===== src/rtl/region_guard.sv =====
module region_guard #(
  parameter int AW          = 32,
  parameter int IDX_W       = 3,
  parameter int ATTR_W      = 4,
  parameter int RESET_ATTR  = 2,
  parameter int BYPASS_PAGE = 4096
) (
  input  logic              clk,
  input  logic              rst_n,
  input  logic              prot_en,
  input  logic [AW-1:0]     lk_vaddr,
  input  logic [1:0]        lk_kind,
  output logic [AW-1:0]     lk_paddr,
  output logic [AW-1:0]     lk_page,
  output logic              lk_ok,
  output logic [1:0]        lk_cause,
  input  logic              wr_en,
  input  logic              wr_itab,
  input  logic [IDX_W-1:0]  wr_idx,
  input  logic [AW-1:0]     wr_base,
  input  logic [ATTR_W-1:0] wr_attr
);
  localparam int NREG  = 1 << IDX_W;
  localparam int OFF_W = AW - IDX_W;

  logic [AW-1:0]     ibase [NREG];
  logic [AW-1:0]     dbase [NREG];
  logic [ATTR_W-1:0] iattr [NREG];
  logic [ATTR_W-1:0] dattr [NREG];

  always_ff @(posedge clk) begin
    if (!rst_n) begin
      for (int i = 0; i < NREG; i++) begin
        ibase[i] <= AW'(i) << OFF_W;
        dbase[i] <= AW'(i) << OFF_W;
        iattr[i] <= ATTR_W'(RESET_ATTR);
        dattr[i] <= ATTR_W'(RESET_ATTR);
      end
    end else if (wr_en) begin
      if (wr_itab) begin
        ibase[wr_idx] <= wr_base;
        iattr[wr_idx] <= wr_attr;
      end else begin
        dbase[wr_idx] <= wr_base;
        dattr[wr_idx] <= wr_attr;
      end
    end
  end

  wire [IDX_W-1:0]  idx      = lk_vaddr[AW-1:OFF_W];
  wire              is_fetch = (lk_kind == 2'd2);
  wire [AW-1:0]     sel_base = is_fetch ? ibase[idx] : dbase[idx];
  wire [ATTR_W-1:0] sel_attr = is_fetch ? iattr[idx] : dattr[idx];

  wire rw_ok = (sel_attr < ATTR_W'(6) && sel_attr != ATTR_W'(3)) || sel_attr == ATTR_W'(14);
  wire x_ok  = sel_attr >= ATTR_W'(1) && sel_attr <= ATTR_W'(5);

  logic granted;
  always_comb begin
    case (lk_kind)
      2'd0, 2'd1: granted = rw_ok;
      2'd2:       granted = x_ok;
      default:    granted = 1'b0;
    endcase
  end

  assign lk_ok    = !prot_en || granted;
  assign lk_cause = lk_ok ? 2'd0 :
                    is_fetch ? 2'd1 :
                    (lk_kind == 2'd1) ? 2'd3 : 2'd2;
  assign lk_paddr = prot_en ? (sel_base | {{IDX_W{1'b0}}, lk_vaddr[OFF_W-1:0]}) : lk_vaddr;
  assign lk_page  = prot_en ? (AW'(1) << OFF_W) : AW'(BYPASS_PAGE);

  a_r5_grant_has_no_cause: assert property (@(posedge clk) disable iff (!rst_n)
    lk_ok |-> lk_cause == 2'd0);
  a_r5_denied_store_cause: assert property (@(posedge clk) disable iff (!rst_n)
    (!lk_ok && lk_kind == 2'd1) |-> lk_cause == 2'd3);
  a_r7_bypass_identity: assert property (@(posedge clk) disable iff (!rst_n)
    !prot_en |-> (lk_ok && lk_paddr == lk_vaddr));
  a_r4_offset_kept: assert property (@(posedge clk) disable iff (!rst_n)
    prot_en |-> lk_paddr[OFF_W-1:0] >= lk_vaddr[OFF_W-1:0] && (lk_paddr[OFF_W-1:0] & lk_vaddr[OFF_W-1:0]) == lk_vaddr[OFF_W-1:0]);
  a_r8_write_visible_next: assert property (@(posedge clk) disable iff (!rst_n)
    ($past(wr_en) && prot_en && idx == $past(wr_idx) && is_fetch == $past(wr_itab) && lk_kind != 2'd3)
      |-> lk_paddr == ($past(wr_base) | {{IDX_W{1'b0}}, lk_vaddr[OFF_W-1:0]}));
endmodule


===== config.mk =====
export PLATFORM = sky130hd
export DESIGN_NAME = region_guard
export DESIGN_NICKNAME = d
export VERILOG_FILES = /design/src/rtl/region_guard.sv
export SDC_FILE = /design/constraint.sdc
export NUM_CORES = 1
export LEC_CHECK = 0
export ABC_CLOCK_PERIOD_IN_PS = 6200
export CELL_PAD_IN_SITES_DETAIL_PLACEMENT = 0
export CELL_PAD_IN_SITES_GLOBAL_PLACEMENT = 2
export CORE_MARGIN = 2
export CORE_UTILIZATION = 33
export DETAILED_ROUTE_END_ITERATION = 12
export GPL_TIMING_DRIVEN = 0
export MAX_ROUTING_LAYER = met4
export PLACE_DENSITY_LB_ADDON = 0.05
export SYNTH_ARGS = -nofsm -noshare
export SYNTH_HDL_FRONTEND = slang
export SYNTH_SLANG_ARGS = --single-unit
export TNS_END_PERCENT = 5

===== constraint.sdc =====
create_clock -name clk -period 6.2 [get_ports clk]
set_input_delay 0.62 -clock clk [delete_from_list [all_inputs] [get_ports clk]]
set_output_delay 0.62 -clock clk [all_outputs]
set_load 0.03 [all_outputs]

======== Yosys cells after proc, flatten, opt, wreduce, memory -nomap -nowiden ========
Memories as Yosys holds them, arrays and structs flattened.
Index checks and enable logic that the tools add are counted.
cells by class
  $lt $le $gt $ge ......................... 3
  equal/unequal tests ..................... 4
  mux-type cells .......................... 29
  bitwise logic cells ..................... 1
  reductions and logical operators ........ 11
operators with widths
  cell                number
  $mux 32             4
  $reduce_or 32->1    2
  $or 32x29->32       1
  $mux 30             1
  $mux 1              14
  $mux 3              4
  $mux 4              3
  $reduce_or 4->1     2
  $eq 4x4->1 const B  1
  $ge 4x1->1 const B  1
  $le 4x3->1 const B  1
  $lt 4x3->1 const B  1
  $mux 2              2
  $ne 4x2->1 const B  1
  $eq 2x1->1 const B  1
  $eq 2x2->1 const B  1
  $logic_and 1x1->1   2
  $logic_not 2->1     1
  $logic_or 1x1->1    2
  $pmux 1 s2          1
  $reduce_or 2->1     1
  $logic_not 1->1     1
storage, ports and cells
  bits in registers ....................... 0
  RAM bits ................................ 576
  input bits .............................. 78
  logic and storage cells ................. 52
  memories kept ........................... 4
memories
  memory  words  width  rd ports  clocked after memory_dff  write ports  line  source
  dbase   8      32     1         0                         8            27    logic [AW-1:0] dbase [NREG];
  ibase   8      32     1         0                         8            26    logic [AW-1:0] ibase [NREG];
  dattr   8      4      1         0                         8            29    logic [ATTR_W-1:0] dattr [NREG];
  iattr   8      4      1         0                         8            28    logic [ATTR_W-1:0] iattr [NREG];

======== Depth between registers and ports, before layout ========
  depth in word-level cells ............... 8
  depth in mapped cells ................... 9
  depth with buffers taken out ............ 7

======== Worst setup path before layout ========
Ideal clock, no wire load.
  path kind ............................... in2reg
  start ................................... input rst_n
  end ..................................... memory dattr[1][0], enable pin
  data arrival time ....................... 4.108 ns
  required time ........................... 5.721 ns
  path slack .............................. 1.613 ns
  cell stages on the path ................. 5
  path buffers ............................ 2
  cell sequence ........................... clkbuf_1 > nand2_1 > or3_1 > clkbuf_1 > o21ai_0
RTL lines
  element             line  source
  start: declaration  9     input logic rst_n,
  end: declaration    29

======== Worst setup path after layout ========
  start ................................... input lk_kind[0]
  end ..................................... output lk_paddr[31]
between the ends
  word-level cells in the longest chain between the ends .. 4
ends and longest elaborated chain
  element             line  source
  start: declaration  12    input logic [1:0] lk_kind,
  $eq 2x2->1          51    wire is_fetch = (lk_kind == 2'd2);
  $mux 32             52    wire [AW-1:0] sel_base = is_fetch ? ibase[idx] : dbase[idx];
  $or 32x29->32       71    assign lk_paddr = prot_en ? (sel_base | {{IDX_W{1'b0}}, lk_vaddr[OFF_W-1:0]}) : lk_vaddr;
  $mux 32             71
  end: declaration    13    output logic [AW-1:0] lk_paddr,
Every way passes these cells.

==> impl_metrics.env <==
export IMPL_status="completed"
export IMPL_worstPathCellList="clkdlybuf4s50_1, inv_1, ha_1, clkbuf_1, clkbuf_1, mux2i_1, a31oi_1, clkdlybuf4s50_1"
export IMPL_crit_family="buffers and inverters"
export IMPL_fin_crit_sh_pct=81.7
export IMPL_finalNonFillerCells=2948
export IMPL_grt_pass1_wl_um=119000
export IMPL_power_mw=9.30
export IMPL_numCtsBuffers=70
export IMPL_yosysSeqAreaShare_pct=65.4
export IMPL_synth_warnings=0
export IMPL_clock_root_buffer="clkbuf_16"
export IMPL_ys_flop_type="edfxtp_1"
export IMPL_diodes=0
export IMPL_synth_most_common_cell="edfxtp_1"
export IMPL_fillCellCount=7341
export IMPL_critPathLaunchType="input port"
export IMPL_synthCells=1610
export IMPL_critPathCaptureType="primary output"
export IMPL_postCtsHoldBufs=0
export IMPL_wl_per_cell_um=28.6
export IMPL_initialDrtViolationCount=1220
export IMPL_port_buffers=109
export IMPL_rsz0062_at_grt="no"
export IMPL_final_setup_viol_count=0
export IMPL_synth_commonest_cells="edfxtp_1 (576), and2_1 (536), mux4_2 (174)"
export IMPL_pre_cts_ws_ps=1060
export IMPL_vias=14600
export IMPL_die_area_um2=82400
export IMPL_crit_buf_inv=5
export IMPL_path_max_fanout=10
export IMPL_dp_cells=2830
export IMPL_antenna_found_initial=6
export IMPL_async_flop_share_pct=0
export IMPL_maxCapViolations=0
export IMPL_slowest_delay_ps=1000
export IMPL_synth_avg_cell_area_um2=16.4
export IMPL_postRouteAntennaNets=0
export IMPL_synthesis_area_um2=26400
export IMPL_powerDensity_nw_per_um2=292
export IMPL_core_area_um2=79100
export IMPL_path_clk_slew_ps=60
export IMPL_drtPass1Iterations=5
export IMPL_grt_pass1_vias=15300
export IMPL_ys_ff_latch=576
export IMPL_hp_class="input port to flop"
export IMPL_syn_to_final_growth_pct=20.6
export IMPL_post_cts_buffers=0
export IMPL_slew_headroom_pct=13.9
export IMPL_synth_top_cell_area_share_pct=65.4
export IMPL_grt_max_degree=22
export IMPL_p_leak_nw=11.0
export IMPL_critPathKind="input port to primary output"
export IMPL_drv_slew=0
export IMPL_min_delay_start="wr_base[13]"
export IMPL_ys_types=36
export IMPL_cts_tree="done"
export IMPL_synth_edf_count=576
export IMPL_synthTopCellsByArea="edfxtp_1 (65%), mux4_2 (15%), and2_1 (13%)"
export IMPL_wirelength_um=84200
export IMPL_place_congestion=0.741
export IMPL_fmax_mhz=198
export IMPL_h_tree_depth=3
export IMPL_cts_resized=0
export IMPL_drive_gt1_share_pct=19.5
export IMPL_fin_crit_ps=5060
export IMPL_placed_area_um2=29800
export IMPL_track_usage_pct=21.4
export IMPL_slowest_stage="clkbuf_1"
export IMPL_cp_startpoint="lk_kind[0]"
export IMPL_final_util_pct=40.3
export IMPL_final_hold_violation_count=0
export IMPL_tightest_slew_ps=1290
export IMPL_yosysTopAreaCell="edfxtp_1"
export IMPL_drc=0
export IMPL_fin_area_um2=31900
export IMPL_num_nets_final=1934
export IMPL_critPathRequiredTime_ps=5580
export IMPL_clock_sinks=576
export IMPL_overflow=0
export IMPL_viasPerCell=4.94
export IMPL_dp_hpwl_um=58200
export IMPL_num_io_pins=145
export IMPL_ir_drop_v=0.000163
export IMPL_die_h_um=287
export IMPL_clock_path_buffers=3
export IMPL_rows=103
export IMPL_fin_ws_ps=1140
export IMPL_start_util_pct=33.4
export IMPL_dieWidth_um=287
export IMPL_cp_data_arrival_time_ps=4440
[per-layer routing]
metal	global-route usage, %	vias up	wire, um
li1	-	6440	-
met4	5.68	0	1970
met1	28.0	7676	37100
met5	-	-	0
met3	3.10	113	3370
met2	35.0	334	41800
[kinds of logic after synthesis]
kind of cell | after synthesis | synth area share, %
flip-flops | 576 | 65.4
other | 1 | 0.0142
multiplexers | 183 | 15.2
buffers and inverters | 177 | 3.40
AO/OA/AOI/OAI | 54 | 1.43
AND/OR/NAND/NOR | 615 | 14.4
adder cells (fa/ha/maj) | 4 | 0.189
[power by group]
group          internal (mW)  leakage [nW]  switching, mW
clock network           2.22          1.01           1.61
logic                  0.405          4.43          0.519
registers               4.50          5.51         0.0536
total                   7.12          11.0           2.18
[per-stage QoR]
| step | TNS (ps) | hold WS (ps) |
|---|---|---|
| final | 0 | 853 |
| after global routing | 0 | 858 |
| after floorplan | 0 | 800 |
| after CTS | 0 | 824 |
| after global placement | -1321150 | 1440 |
| after detailed placement | 0 | 1450 |
[sequential cells by signal (all words and copies together), names as in the netlist]
signal	count
dattr	32
ibase	256
dbase	256
iattr	32
[final cells by class]
class / instances / area [um^2] / share of cell area, %
flip-flops and latches: 576 / 17300 / 54.2
clock buffers: 88 / 1880 / 5.90
repair buffers: 141 / 1800 / 5.65
multi-input cells: 886 / 8530 / 26.7
inverters: 5 / 18.8 / 0.0588
plain buffers: 172 / 880 / 2.76
clock inverters: 30 / 183 / 0.572
well taps: 1050 / 1310 / 4.12
[final timing paths]
kind,slack [ps],to,cells past startpoint
worst max-delay path,1140,lk_paddr[31],8
worst min-delay path,850,dbase[7][13],2
[cell usage in the layout (no fill, tap or decap), types with 29 or more instances in the layout]
cell,count
or3_1,35
clkbuf_16,73
clkdlybuf4s50_1,109
edfxtp_1,576
clkbuf_1,128
and2_1,536
mux4_2,174
buf_4,32
conb_1,30
a21o_1,29
No activity file was read; power rests on OpenSTA's default activity.
